--- src/rtl/chase_pkg.sv ---
`timescale 1ns/1ps
package chase_pkg;
    localparam int N   = 16;
    localparam int Q   = 4;
    localparam int MW  = Q - 1;
    localparam int CW  = $clog2(N);
    localparam int NT  = 4;
    localparam int MET = 5;
    localparam int VW  = 6;

    typedef logic [Q-1:0] sym_t;

    typedef struct packed {
        logic [N-1:0][Q-1:0] ch;
        logic [N-1:0][Q-1:0] cur;
        logic [3:0]          syn;
        logic                par;
        logic [CW-1:0]       l1;
        logic [CW-1:0]       l2;
    } rxw_t;

    typedef struct packed {
        logic [N-1:0][Q-1:0] ch;
        logic [N-1:0][Q-1:0] cur;
        logic [N-1:0]        dmask;
        logic [N-1:0]        cmask;
        logic                cval;
        logic [MET-1:0]      dm;
        logic [MET-1:0]      cm;
    } pw_t;

    // check column of a position: x^pos mod x^4+x+1; last position has none
    function automatic logic [3:0] gf_col(input logic [CW-1:0] pos);
        logic [3:0] a;
        a = 4'b0001;
        for (int k = 0; k < N - 2; k++)
            if (k < int'(pos)) a = {a[2:0], 1'b0} ^ (a[3] ? 4'b0011 : 4'b0000);
        return (pos == CW'(N - 1)) ? 4'b0000 : a;
    endfunction

    function automatic logic [CW-1:0] gf_loc(input logic [3:0] s);
        logic [CW-1:0] r;
        r = '0;
        for (int k = 0; k < N - 1; k++)
            if (gf_col(CW'(k)) == s) r = CW'(k);
        return r;
    endfunction

    function automatic logic signed [VW-1:0] sm2int(input sym_t s);
        logic signed [VW-1:0] m;
        m = $signed({{(VW-MW){1'b0}}, s[MW-1:0]});
        return s[Q-1] ? -m : m;
    endfunction

    function automatic sym_t int2sm(input logic signed [VW-1:0] v);
        logic signed [VW-1:0] a;
        a = (v < 0) ? -v : v;
        if (a > 6'sd7) a = 6'sd7;
        return {(v < 0), a[MW-1:0]};
    endfunction
endpackage

--- src/rtl/csiso_rx.sv ---
`timescale 1ns/1ps
module csiso_rx
    import chase_pkg::*;
(
    input  logic clk,
    input  logic rst_n,
    input  logic in_valid,
    input  sym_t in_ch,
    input  sym_t in_cur,
    output logic done,
    output rxw_t word
);
    typedef struct packed {
        logic [CW-1:0] cnt;
        rxw_t          w;
        logic [MW:0]   m1;
        logic [MW:0]   m2;
    } rx_st_t;

    rx_st_t rx_q, rx_d;

    always_comb begin
        logic [MW:0] mag;
        logic        first;
        rx_d  = rx_q;
        first = (rx_q.cnt == '0);
        mag   = {1'b0, in_cur[MW-1:0]};
        if (in_valid) begin
            if (first) begin
                rx_d.w.syn = '0;
                rx_d.w.par = 1'b0;
                rx_d.m1    = (MW+1)'(1 << MW);
                rx_d.m2    = (MW+1)'(1 << MW);
            end
            rx_d.w.ch[rx_q.cnt]  = in_ch;
            rx_d.w.cur[rx_q.cnt] = in_cur;
            if (in_cur[Q-1]) begin
                rx_d.w.syn = rx_d.w.syn ^ gf_col(rx_q.cnt);
                rx_d.w.par = ~rx_d.w.par;
            end
            if (mag < rx_d.m1) begin
                rx_d.w.l2 = rx_d.w.l1;
                rx_d.m2   = rx_d.m1;
                rx_d.w.l1 = rx_q.cnt;
                rx_d.m1   = mag;
            end else if (mag < rx_d.m2) begin
                rx_d.w.l2 = rx_q.cnt;
                rx_d.m2   = mag;
            end
            rx_d.cnt = rx_q.cnt + 1'b1;
        end
        done = in_valid && (rx_q.cnt == CW'(N - 1));
        word = rx_d.w;
    end

    always_ff @(posedge clk) begin
        if (!rst_n) rx_q <= '0;
        else        rx_q <= rx_d;
    end
endmodule

--- src/rtl/csiso_proc.sv ---
`timescale 1ns/1ps
module csiso_proc
    import chase_pkg::*;
(
    input  logic clk,
    input  logic rst_n,
    input  logic load,
    input  rxw_t rw,
    output logic done,
    output pw_t  pw
);
    typedef struct packed {
        logic           act;
        logic [CW-1:0]  cnt;
        rxw_t           w;
        logic           bv;
        logic           sv;
        logic [N-1:0]   bmask;
        logic [N-1:0]   smask;
        logic [MET-1:0] bm;
        logic [MET-1:0] sm;
    } pr_st_t;

    pr_st_t pr_q, pr_d;

    always_comb begin
        logic [1:0]     t;
        logic [N-1:0]   flip;
        logic [3:0]     s;
        logic           p;
        logic           ok;
        logic [MET-1:0] met;
        pr_d = pr_q;
        t    = pr_q.cnt[1:0];
        flip = (t[0] ? (N'(1) << pr_q.w.l1) : '0) ^ (t[1] ? (N'(1) << pr_q.w.l2) : '0);
        s    = pr_q.w.syn ^ (t[0] ? gf_col(pr_q.w.l1) : 4'b0) ^ (t[1] ? gf_col(pr_q.w.l2) : 4'b0);
        p    = pr_q.w.par ^ t[0] ^ t[1];
        ok   = 1'b1;
        if (s == 4'b0) begin
            if (p) flip[N-1] = ~flip[N-1];
        end else if (p) begin
            flip = flip ^ (N'(1) << gf_loc(s));
        end else begin
            ok = 1'b0;
        end
        met = '0;
        for (int i = 0; i < N; i++)
            if (flip[i]) met = met + MET'(pr_q.w.cur[i][MW-1:0]);

        if (pr_q.act) begin
            pr_d.cnt = pr_q.cnt + 1'b1;
            if (pr_q.cnt == CW'(N - 1)) pr_d.act = 1'b0;
            if ((int'(pr_q.cnt) < NT) && ok) begin
                if (!pr_q.bv || met < pr_q.bm) begin
                    pr_d.sv    = pr_q.bv;
                    pr_d.smask = pr_q.bmask;
                    pr_d.sm    = pr_q.bm;
                    pr_d.bv    = 1'b1;
                    pr_d.bmask = flip;
                    pr_d.bm    = met;
                end else if (flip != pr_q.bmask && (!pr_q.sv || met < pr_q.sm)) begin
                    pr_d.sv    = 1'b1;
                    pr_d.smask = flip;
                    pr_d.sm    = met;
                end
            end
        end
        if (load) begin
            pr_d.act = 1'b1;
            pr_d.cnt = '0;
            pr_d.w   = rw;
            pr_d.bv  = 1'b0;
            pr_d.sv  = 1'b0;
        end

        done     = pr_q.act && (pr_q.cnt == CW'(N - 1));
        pw.ch    = pr_q.w.ch;
        pw.cur   = pr_q.w.cur;
        pw.dmask = pr_q.bv ? pr_q.bmask : '0;
        pw.cmask = pr_q.smask;
        pw.cval  = pr_q.sv;
        pw.dm    = pr_q.bm;
        pw.cm    = pr_q.sm;
    end

    always_ff @(posedge clk) begin
        if (!rst_n) pr_q <= '0;
        else        pr_q <= pr_d;
    end
endmodule

--- src/rtl/csiso_emit.sv ---
`timescale 1ns/1ps
module csiso_emit
    import chase_pkg::*;
#(
    parameter int BETA = 6
) (
    input  logic clk,
    input  logic rst_n,
    input  logic load,
    input  pw_t  pw,
    output logic out_valid,
    output sym_t out_sym
);
    typedef struct packed {
        logic          act;
        logic [CW-1:0] cnt;
        pw_t           w;
    } em_st_t;

    em_st_t em_q, em_d;

    always_comb begin
        logic                 dbit;
        logic [MET-1:0]       half;
        logic [MW-1:0]        mag;
        logic signed [VW-1:0] fval;
        logic signed [VW-1:0] wv;
        logic signed [VW-1:0] nv;
        em_d = em_q;
        if (em_q.act) begin
            em_d.cnt = em_q.cnt + 1'b1;
            if (em_q.cnt == CW'(N - 1)) em_d.act = 1'b0;
        end
        if (load) begin
            em_d.act = 1'b1;
            em_d.cnt = '0;
            em_d.w   = pw;
        end

        dbit = em_q.w.cur[em_q.cnt][Q-1] ^ em_q.w.dmask[em_q.cnt];
        half = (em_q.w.cm - em_q.w.dm) >> 1;
        if (em_q.w.cval && (em_q.w.cmask[em_q.cnt] != em_q.w.dmask[em_q.cnt]))
            mag = (half > MET'(7)) ? MW'(7) : half[MW-1:0];
        else
            mag = MW'(BETA);
        fval      = $signed({{(VW-MW){1'b0}}, mag});
        if (dbit) fval = -fval;
        wv        = fval - sm2int(em_q.w.cur[em_q.cnt]);
        nv        = sm2int(em_q.w.ch[em_q.cnt]) + (wv >>> 1);
        out_sym   = int2sm(nv);
        out_valid = em_q.act;
    end

    always_ff @(posedge clk) begin
        if (!rst_n) em_q <= '0;
        else        em_q <= em_d;
    end
endmodule

--- src/rtl/chase_siso16.sv ---
`timescale 1ns/1ps
module chase_siso16
    import chase_pkg::*;
#(
    parameter int BETA = 6
) (
    input  logic       clk,
    input  logic       rst_n,
    input  logic       in_valid,
    input  logic [3:0] in_ch,
    input  logic [3:0] in_cur,
    output logic       out_valid,
    output logic [3:0] out_sym
);
    logic rdone;
    logic pdone;
    rxw_t rw;
    pw_t  pw;

    csiso_rx u_rx (
        .clk(clk), .rst_n(rst_n), .in_valid(in_valid),
        .in_ch(in_ch), .in_cur(in_cur), .done(rdone), .word(rw)
    );

    csiso_proc u_proc (
        .clk(clk), .rst_n(rst_n), .load(rdone), .rw(rw), .done(pdone), .pw(pw)
    );

    csiso_emit #(.BETA(BETA)) u_emit (
        .clk(clk), .rst_n(rst_n), .load(pdone), .pw(pw),
        .out_valid(out_valid), .out_sym(out_sym)
    );
endmodule

--- config.mk ---
export PLATFORM = sky130hd
export DESIGN_NAME = chase_siso16
export DESIGN_NICKNAME = d
export VERILOG_FILES = /design/src/rtl/chase_pkg.sv /design/src/rtl/csiso_rx.sv /design/src/rtl/csiso_proc.sv /design/src/rtl/csiso_emit.sv /design/src/rtl/chase_siso16.sv
export SDC_FILE = /design/constraint.sdc
export NUM_CORES = 1
export LEC_CHECK = 0
export BUFFER_PORTS_ARGS = -buffer_cell sky130_fd_sc_hd__clkbuf_2
export CAP_MARGIN = 20
export CELL_PAD_IN_SITES_DETAIL_PLACEMENT = 1
export CELL_PAD_IN_SITES_GLOBAL_PLACEMENT = 2
export CORE_ASPECT_RATIO = 1.2
export CORE_MARGIN = 5
export CORE_UTILIZATION = 40
export DETAILED_ROUTE_END_ITERATION = 7
export HOLD_SLACK_MARGIN = 0.08
export PLACE_DENSITY_LB_ADDON = 0.1
export SETUP_SLACK_MARGIN = 0.5
export SLEW_MARGIN = 20
export SYNTH_ARGS = -nofsm -noshare
export SYNTH_HDL_FRONTEND = slang
export SYNTH_SLANG_ARGS = --single-unit
--- constraint.sdc ---
create_clock -name clk -period 23.4 [get_ports clk]
set_clock_uncertainty 0.05 [all_clocks]
set_input_delay 0 -clock clk [delete_from_list [all_inputs] [get_ports clk]]
set_output_delay 0 -clock clk [all_outputs]
set_load 0.01 [all_outputs]
**Word level (Yosys, flattened, before mapping)**

Cells that the tools add are included.

- Register bits: 519
- Output and inout port bits: 5
- Logic and storage cells: 548

- $add $sub $neg: 25
- Magnitude comparators: 53
- Eq/ne operators: 21
- Shifts and indexed selects: 3
- Mux-type cells: 244
- Bitwise gates (word level): 63
- Reduce and logical (&&, ||, !) cells: 17

Operators by type and width:

| operator | count |
|---|---|
| 4-bit 2-to-1 mux | 118 |
| 4-bit XOR | 50 |
| 176-bit 2-to-1 mux | 1 |
| 149-bit 2-to-1 mux | 1 |
| 148-bit 2-to-1 mux | 1 |
| 64-bit bitwise mux | 2 |
| 5-bit 2-to-1 mux | 23 |
| 2-bit 2-to-1 mux | 57 |
| 16-bit 2-to-1 mux | 7 |
| 44-bit 2-to-1 mux | 2 |
| 4-bit less-than comparator, first input constant | 18 |
| 5-bit by 3-bit adder with 5-bit output | 14 |
| 4-bit == test | 14 |
| 3-bit by 4-bit less-than comparator with 1-bit output, first input constant | 12 |
| 1-bit by 4-bit left shift with 16-bit output, first input constant | 3 |
| 4-bit binary-select mux with 4-bit select | 2 |
| 16-bit XOR | 2 |
| 1-bit by 4-bit less-than comparator with 1-bit output, first input constant | 6 |
| 2-bit by 4-bit less-than comparator with 1-bit output, first input constant | 6 |
| 3-bit 2-to-1 mux | 8 |
| 6-bit 2-to-1 mux | 4 |
| 4-bit == test, second input constant | 5 |
| 3-bit negator with 6-bit output | 3 |
| 4-bit demux with 4-bit select | 1 |
| other kinds (31) | 66 |

**Depth between registers and ports, before layout**

Gate-level depths: netlist of run 1.

- Depth after elaboration: 145
- Gate-level depth with buffers: 94
- Depth with buffers taken out: 87

**Modules after synthesis**

Synthesis of run 1 repeated with hierarchy kept, for this count alone.

- Cell total of the unflattened synthesis: 3220
- Area, all modules: 29986.3 um^2

By module, submodules not included:

| module | instances | cells an instance | area each (um^2) | sequential area each (um^2) |
|---|---|---|---|---|
| csiso_proc | 1 | 1671 | 13828.3 | 3803.6 |
| csiso_emit | 1 | 778 | 8779.7 | 3523.4 |
| csiso_rx | 1 | 771 | 7378.3 | 3062.9 |

**Worst setup path before layout of run 1**

OpenSTA, ideal clock, no wires.

- Kind: register to register
- From: register u_proc.pr_q[50] in the netlist's numbering
- To: register u_proc.pr_q (netlist bit u_proc.pw[1])
- Library setup time: 0.134 ns
- Arrival: 18.098 ns
- Slack: 5.119 ns
- Stages on the path, launching flop included: 87
- Period minus slack after synthesis: 18.281 ns
- Cell sequence: dfxtp_1 > buf_2 > buf_6 > buf_6 > or3_1 > ha_1 > buf_4 > xnor2_4 > a31oi_1 > a32o_1 > or2_2 > xnor2_1 > a21oi_4 > xor2_4 > buf_6 > a31oi_1 > nor2_1 > nand2_1 > (+51 left out) > fa_1 > inv_1 > a21oi_1 > nor4_1 > a21oi_1 > o41ai_1 > mux2i_1 > xnor2_1 > xnor2_2 > ha_1 > a21oi_1 > nand2_1 > nand2_1 > a31oi_4 > a21oi_1 > nand2_2 > a211oi_1 > a211oi_1

- Longest elaborated chain between the ends: 93
- Elaborated cells on any way between the ends: 142
- Classes of those cells: add/sub (15); order compare (16); eq/ne (16); shift (2); mux (68); bitwise (18); reduce/logical (7)

RTL lines:

| what | RTL line | RTL |
|---|---|---|
| start, declared | csiso_proc.sv:24 | `pr_st_t pr_q, pr_d;` |
| start signal, assigned | csiso_proc.sv:88 | `else pr_q <= pr_d;` |
| 1-bit by 4-bit less-than comparator with 1-bit output | chase_pkg.sv:37 | `if (k < int'(pos)) a = {a[2:0], 1'b0} ^ (a[3] ? 4'b0011 : 4'b0000);` |
| 2-bit 2-to-1 mux | chase_pkg.sv:37 |  |
| 3-bit by 4-bit XOR with 4-bit output | chase_pkg.sv:37 |  |
| 4-bit 2-to-1 mux | chase_pkg.sv:37 |  |
| 4-bit XOR | chase_pkg.sv:37 |  |
| 4-bit 2-to-1 mux | chase_pkg.sv:37 |  |
| 2-bit 2-to-1 mux or 4-bit XOR (tied branches) | chase_pkg.sv:37 |  |
| 4-bit XOR or 4-bit 2-to-1 mux (tied branches) | chase_pkg.sv:37 |  |
| (+77 left out) | -- |  |
| 5-bit 2-to-1 mux | csiso_proc.sv:48 | `if (flip[i]) met = met + MET'(pr_q.w.cur[i][MW-1:0]);` |
| 5-bit by 3-bit adder with 5-bit output | csiso_proc.sv:48 |  |
| 5-bit 2-to-1 mux | csiso_proc.sv:48 |  |
| 5-bit less-than comparator | csiso_proc.sv:61 | `end else if (flip != pr_q.bmask && (!pr_q.sv \|\| met < pr_q.sm)) begin` |
| 1-bit logical OR | csiso_proc.sv:61 |  |
| 1-bit logical AND | csiso_proc.sv:61 |  |
| 2-bit nonzero test (no source line) | -- |  |
| 3-bit AND reduction (no source line) | -- |  |

Several ways; a longest one is shown, not always the timed one. The select of a mux whose other input is x is not followed.
A chain may end at the register's enable or synchronous reset.

**Final worst setup path of run 1**

- From: register u_proc.pr_q[49] in the netlist's numbering
- To: register u_proc.pr_q (netlist bit u_proc.pw[9])

- Longest elaborated chain between the ends: 91
- Elaborated cells on any way between the ends: 135
- Classes of those cells: add/sub (15); order compare (15); eq/ne (15); shift (2); mux (66); bitwise (18); reduce/logical (4)

RTL lines:

| what | RTL line | RTL |
|---|---|---|
| 1-bit by 4-bit less-than comparator with 1-bit output | chase_pkg.sv:37 |  |
| 2-bit 2-to-1 mux | chase_pkg.sv:37 |  |
| 3-bit by 4-bit XOR with 4-bit output | chase_pkg.sv:37 |  |
| 4-bit 2-to-1 mux | chase_pkg.sv:37 |  |
| 4-bit XOR | chase_pkg.sv:37 |  |
| 4-bit 2-to-1 mux | chase_pkg.sv:37 |  |
| 2-bit 2-to-1 mux or 4-bit XOR (tied branches) | chase_pkg.sv:37 |  |
| 4-bit XOR or 4-bit 2-to-1 mux (tied branches) | chase_pkg.sv:37 |  |
| (+75 left out) | -- |  |
| 5-bit 2-to-1 mux | csiso_proc.sv:48 |  |
| 5-bit by 3-bit adder with 5-bit output | csiso_proc.sv:48 |  |
| 5-bit 2-to-1 mux | csiso_proc.sv:48 |  |
| 5-bit by 3-bit adder with 5-bit output | csiso_proc.sv:48 |  |
| 5-bit 2-to-1 mux | csiso_proc.sv:48 |  |
| 5-bit less-than comparator | csiso_proc.sv:54 | `if (!pr_q.bv \|\| met < pr_q.bm) begin` |
| 1-bit logical OR | csiso_proc.sv:54 |  |
| 3-bit AND reduction (no source line) | -- |  |

Several ways; a longest one is shown, not always the timed one. The select of a mux whose other input is x is not followed.

==> run summary, run 1 <==
Critical-path cell with the highest stage delay: ha_1
Total Routing Usage GR: 23.3%
FFs w/ async S/R, synth: 0%
Die area: 70700 um^2
IO buf count: 15
Vias in the first global route: 23000
Residual DRC: 0
Largest family of logic cells by synthesized area: compound AO/OA/AOI/OAI gates
Net Count, Synth: 3260
Ys Warns: 0
Routed Wire Length: 85200 um
Critical Path Fanout Max: 31
R2r startpoint: u_proc.pr_q[49]
Drt first pass iters: 5
Hold Vio Cnt, Final: 0
Final period utilization: 90.2%
Slew @ Worst Pin: 1110 ps
Unique masters post-synth: 109
I/O pin cnt: 16
Remaining global-route overflow: 0
Pleak: 11.0 nW
DRT iter0 DRCs: 1065
Hold path endpoint: u_rx.rx_q[39]
Synth Instances: 3144
H-tree Lvls: 2
DIE HEIGHT: 290 um
Post-Syn Area: 26200 um^2
Register area share after synthesis: 39.1%
Post-synthesis adder-cell area fraction: 5.50%
Fin cells: 3906
Share of layout cells above drive strength 1: 8.56%
Initial antenna violation count: 1
Max Cap Viol: 0
RSZ-0062 raised after global routing: no
Final Critical Period: 21100 ps
Max Transition Viols Final: 0
Worst Hold Class: primary input to flop
Cell Pwr Density: 63.5 nW/um^2
Core Rows: 102
Max-slew headroom: 25.7%
Antenna Nets Post-Route: 0
XOR/XNOR share of the synthesized area: 5.24%
Later-pin clock latency in the skew report: 620 ps
Root Buffer: clkbuf_16
Path type of the worst setup path: flop to flop
Post-CTS setup buffer count: 0
Antenna Diode Count: 0
Simple-Gate Fraction of Synth Area: 18.8%
Synth Register Bits: 511
Vias: 22200
Worst Path Buf+Inv: 13
Slack of the worst reg-to-reg path: 2300 ps
CP Capture Type: flop
First-pass GRT wire length: 133000 um
Syn avg cell area: 8.33 um^2
Area contributors post-synth: dfxtp_1, nand2_1, a21oi_1, mux4_2, ha_1
Compound-cell area share of the yosys netlist: 19.6%
Final GP Congestion: 0.866
Vias per cell: 5.68
Die Width: 244 um
CTS tree: yes
Slowest stage delay, CP: 760 ps
Initial Utilization: 40.5%
Register area: 10200 um^2
Fillcell total: 7593
Design Area, Final: 28600 um^2
CP arrival: 21480 ps
Post-synthesis mux area share: 6.74%
Post-synth EDFFs: 0
Reg-to-reg endpoint: u_proc.pw[9]
Cell taking the most area after synthesis: dfxtp_1
Status: complete, no violations
Required @ worst endpoint: 23780 ps
Post-DP HPWL: 59000 um
Setup TNS: 0 ps
WL/cell: 21.8 um
Synth-to-Final Area Change: 9.12%
CTS buffer count: 53
Critical Path Stages: 81
Multi-input logic area: 14700 um^2
Placed cell area: 26700 um^2
# nets final: 3149
Largest net degree at the start of global routing: 166
Worst reg-to-reg path cell count: 81
Hold Crit Start: in_cur[2]
Yosys top cell area share: 39.1%
Core area: 64700 um^2
Top_reg_cell synth: dfxtp_1
Max frequency: 47.4 MHz
Clock Sinks: 511
Peak VDD IR: 0.0000561 V
CTS max path bufs: 3
Dpl cells: 3800
Cell family with most CP delay: adder cells
Clock transition at path regs: 60 ps
Critical Path Most Common Cell: fa_1
Worst hold stages: 3
Startpoint type of the worst setup path: flop
Final setup vio count: 0
[layout by cell type (no fill, tap or decap), types with 15 or more instances in the layout]
cell and count:
o21ai_0 56, nor2_1 184, o22a_1 114, a311oi_1 18, nand2b_1 19, mux4_2 50, nand3_1 61, clkbuf_16 53
inv_1 100, mux2i_1 50, a31oi_1 22, and2_1 17, a21oi_1 427, clkbuf_2 15, and3_1 16, fa_1 17
nor2b_1 20, xor2_1 45, dfxtp_1 507, a211oi_1 15, nand2_1 714, a21o_1 36, or3_1 15, xnor2_1 77
ha_1 88, nor3_1 16, buf_4 37
[metrics by stage]
step           setup slack, ps  hold slack (ps)  total power, W  utilization (%)
2_1_floorplan             5120             70.5        0.000949                -
3_3_place_gp              2490              379        0.000973             41.3
3_5_place_dp              1670              376        0.000975             41.3
4_1_cts                   1610              112         0.00184             44.1
5_1_grt                    716              120         0.00188             44.2
6_report                  2300              129         0.00181             44.2
[timing repair]
action	4_1_cts	5_1_grt
hold buffers	9	0
gates resized for setup	0	3
endpoints found under the setup margin	0	22
hold endpoints to repair	122	0
[per-layer routing]
layer | wire, um | vias up | part of all wire, % | track usage (%)
met5 | 0 | - | 0 | 0
met4 | 1890 | 0 | 2.2 | 5.26
met3 | 2210 | 115 | 2.6 | 2.33
met2 | 42600 | 274 | 50 | 41.8
met1 | 38500 | 11100 | 45 | 30.5
li1 | - | 10700 | - | -
[cells in the mapped netlist, drive strengths merged, types with 19 or more instances]
master  count
xnor2      82
a31oi      23
nand3      62
nor2b      20
o22a      114
buf        48
nor2      189
mux2i      50
inv       102
a21o       36
mux4       50
nand2     715
ha         88
xor2       48
dfxtp     511
o21ai      60
a21oi     429
nand2b     19
clkbuf    181
[cell families (layout without fill, tap and decap cells)]
family,after synthesis,count (layout)
AO/OA/AOI/OAI,804,804
XOR/XNOR,136,136
adder cells (fa/ha/maj),105,105
buffers and inverters,332,262
flip-flops,511,511
multiplexers,112,112
AND/OR/NAND/NOR,1144,1144
[worst max-delay path by stage]
stage,startpoint,end
after global placement,u_proc.pr_q[51],u_proc.pw[8]
after floorplan,u_proc.pr_q[50],u_proc.pw[1]
after global routing,u_proc.pr_q[49],u_proc.pr_q[31]
final,u_proc.pr_q[49],u_proc.pw[9]
after detailed placement,u_proc.pr_q[50],u_proc.pw[9]
after CTS,u_proc.pr_q[50],u_proc.pw[9]
[state kept, by name (all words and copies together) (netlist names)]
signal,cells
u_proc.pw,155
u_emit.out_valid,1
u_proc.pr_q,35
u_emit.em_q,175
u_rx.rx_q,145
[report_power, final]
| group | total [W] | internal [W] | switching, W |
|---|---|---|---|
| combinational | 0.0000789 | 0.0000221 | 0.0000568 |
| clock | 0.000858 | 0.000493 | 0.000365 |
| sequential | 0.000877 | 0.000874 | 0.00000309 |
[final cells by class]
| type | instances | area share (%) |
|---|---|---|
| flip-flops and latches | 511 | 35.8 |
| repair buffers | 63 | 1.66 |
| clock buffers | 77 | 5.41 |
| inverters | 103 | 1.38 |
| clock inverters | 19 | 0.771 |
| multi-input cells | 2301 | 51.3 |
| well taps | 832 | 3.64 |
[worst register-to-register path: cells and delay by family, from the launching register on]
family,cells,cell delay [ps]
multiplexers,2,430
XOR/XNOR,5,1190
buffers and inverters,13,1270
AND/OR/NAND/NOR,20,4200
AO/OA/AOI/OAI,24,5560
adder cells (fa/ha/maj),17,7960
flip-flops,1,290
No activity file was read; power rests on OpenSTA's default activity.
==> run 2: changes to the inputs <==
--- a/config.mk
+++ b/config.mk
@@ -11,8 +11,9 @@
 export CELL_PAD_IN_SITES_GLOBAL_PLACEMENT = 2
 export CORE_ASPECT_RATIO = 1.2
 export CORE_MARGIN = 5
-export CORE_UTILIZATION = 40
+export CORE_UTILIZATION = 36
 export DETAILED_ROUTE_END_ITERATION = 7
+export GPL_TIMING_DRIVEN = 0
 export HOLD_SLACK_MARGIN = 0.08
 export PLACE_DENSITY_LB_ADDON = 0.1
 export SETUP_SLACK_MARGIN = 0.5
==> constraint.sdc (replaced) <==
create_clock -name clk -period 18.15 [get_ports clk]
set_clock_uncertainty 0.05 [all_clocks]
set_input_delay 0 -clock clk [delete_from_list [all_inputs] [get_ports clk]]
set_output_delay 0 -clock clk [all_outputs]
set_load 0.01 [all_outputs]
==> run summary, run 2 (synthesis results as in run 1) <==
Final Critical Period: 18400 ps (-2700 ps)
Fin cells: 4323 (+11%)
Critical Path Most Common Cell: fa_1
Max Cap Viol: 0 (unchanged)
RSZ-0062 raised after global routing: yes
Placed cell area: 27500 um^2 (+2.9%)
Core Rows: 108 (+5.9%)
Peak VDD IR: 0.0000559 V (-0.31%)
Failing checks: negative setup slack
R2r startpoint: u_proc.pr_q[50]
Vias in the first global route: 25200 (+9.5%)
Initial Utilization: 36.2% (-4.2 points)
Drt first pass iters: 5 (unchanged)
Design Area, Final: 31700 um^2 (+11%)
Flip-flop count of the largest register after layout: 175 (unchanged)
CTS buffer count: 57 (+7.5%)
IO buf count: 9 (-6)
Residual DRC: 0 (unchanged)
# nets final: 3462 (+9.9%)
Critical-path cell with the highest stage delay: o311ai_4
WL/cell: 24.1 um (+10%)
WHS: 296 ps (+166 ps)
Setup TNS: -7210 ps (-7210 ps)
I/O pin cnt: 16 (unchanged)
Startpoint type of the worst setup path: flop
H-tree Lvls: 2 (unchanged)
Worst Hold Class: primary input to flop
Critical Path Start: u_proc.pr_q[50]
Final setup vio count: 43 (+43)
Core area: 72300 um^2 (+12%)
Clock Sinks: 511 (unchanged)
Largest net degree at the start of global routing: 17 (-90%)
Commonest non-fill, non-tap cell in the layout: nand2_1
Most frequent cells in the layout: nand2_1, dfxtp_1, a21oi_1
Antenna Nets Post-Route: 0 (unchanged)
Overall Power: 0.00249 W (+37%)
Clock transition at path regs: 60 ps (about the same)
Initial antenna violation count: 1 (unchanged)
Post-route setup slack: -249 ps (-2550 ps)
Dpl cells: 4088 (+7.6%)
Biggest register: u_emit.em_q
CP arrival: 18810 ps (-2670 ps)
Root Buffer: clkbuf_16
Vias per cell: 5.55 (-2.2%)
Routed Wire Length: 104000 um (+22%)
Max frequency: 54.4 MHz (+15%)
Final period utilization: 101% (+11 points)
Post-DP HPWL: 77400 um (+31%)
Antenna Diode Count: 0 (unchanged)
CTS tree: yes
Total Routing Usage GR: 25.6% (+2.2 points)
DIE HEIGHT: 305 um (+5.2%)
Max Transition Viols Final: 0 (unchanged)
Cell Pwr Density: 78.6 nW/um^2 (+24%)
Hold Crit Start: in_ch[3]
Fillcell total: 8526 (+12%)
CTS max path bufs: 3 (unchanged)
Max-slew headroom: 18.2% (-7.5 points)
Slew @ Worst Pin: 1230 ps (+113 ps)
Vias: 24000 (+8.2%)
Required @ worst endpoint: 18560 ps (-5220 ps)
Slowest stage delay, CP: 640 ps (-120 ps)
CP Capture Type: flop
Pleak: 12.1 nW (+10%)
Final GP Congestion: 0.862 (-0.50%)
Share of layout cells above drive strength 1: 14.5% (+5.9 points)
DRT iter0 DRCs: 1316 (+24%)
Remaining global-route overflow: 0 (unchanged)
First-pass GRT wire length: 155000 um (+16%)
Die Width: 256 um (+5.2%)
Synth-to-Final Area Change: 20.9%
Status: complete, but fails checks
Die area: 78300 um^2 (+11%)
Hold Vio Cnt, Final: 0 (unchanged)
Path type of the worst setup path: flop to flop
Later-pin clock latency in the skew report: 640 ps (+20 ps)
Critical Path Fanout Max: 6 (-81%)
-- run 2: worst max-delay path: cells and delay by family (launching register included) --
kind	cells	cell delay (ps)
buffers and inverters	25	2540
AO/OA/AOI/OAI	24	4530
flip-flops	1	310
XOR/XNOR	5	1010
multiplexers	1	130
AND/OR/NAND/NOR	18	2890
adder cells (fa/ha/maj)	17	6820
-- run 2: final timing paths --
check / to / slack [ps] / cells after the start
max: u_proc.pw[2] / -250 / 90
min: u_rx.rx_q[128] / 300 / 4
max reg2reg: u_proc.pw[2] / -250 / 90
min reg2reg: u_rx.rx_q[7] / 390 / 2
-- run 2: report_power, final --
part           internal (W)  total [W]  switching [W]
clock network      0.000752    0.00124       0.000490
logic             0.0000305   0.000115      0.0000850
registers           0.00113    0.00113     0.00000289
total               0.00191    0.00249       0.000578
-- run 2: what timing repair did --
| item | in CTS | in global routing |
|---|---|---|
| gates cloned | 6 | 2 |
| gates resized for setup | 169 | 64 |
| hold endpoints to repair | 79 | 0 |
| endpoints found under the setup margin | 43 | 43 |
| buffers inserted | 94 | 22 |
| pin swaps | 64 | 42 |
| hold buffers | 10 | 0 |
-- run 2: cell type report --
cell class | instances | area [um^2] | area share [%]
clock buffers | 86 | 1690 | 5.32
clock inverters | 15 | 325 | 1.03
flip-flops and latches | 511 | 10200 | 32.3
multi-input cells | 2303 | 15500 | 48.8
repair buffers | 141 | 1260 | 3.98
plain buffers | 229 | 1130 | 3.57
well taps | 935 | 1170 | 3.70
inverters | 103 | 392 | 1.24
-- run 2: through the flow --
stage	worst slack, ps	utilization (%)
after floorplan	501	-
after global placement	-1970	38.0
after detailed placement	-2280	38.0
after CTS	-175	43.1
after global routing	-891	43.8
final	-249	43.8
-- run 2: routing by layer --
layer  vias to the layer above  global-route usage (%)  wire length (um)
li1                      11300                       -                 -
met1                     12100                    32.1             44800
met2                       448                    45.8             51600
met3                       166                    2.85              3660
met4                         0                    8.69              3930
met5                         -                       0                 0
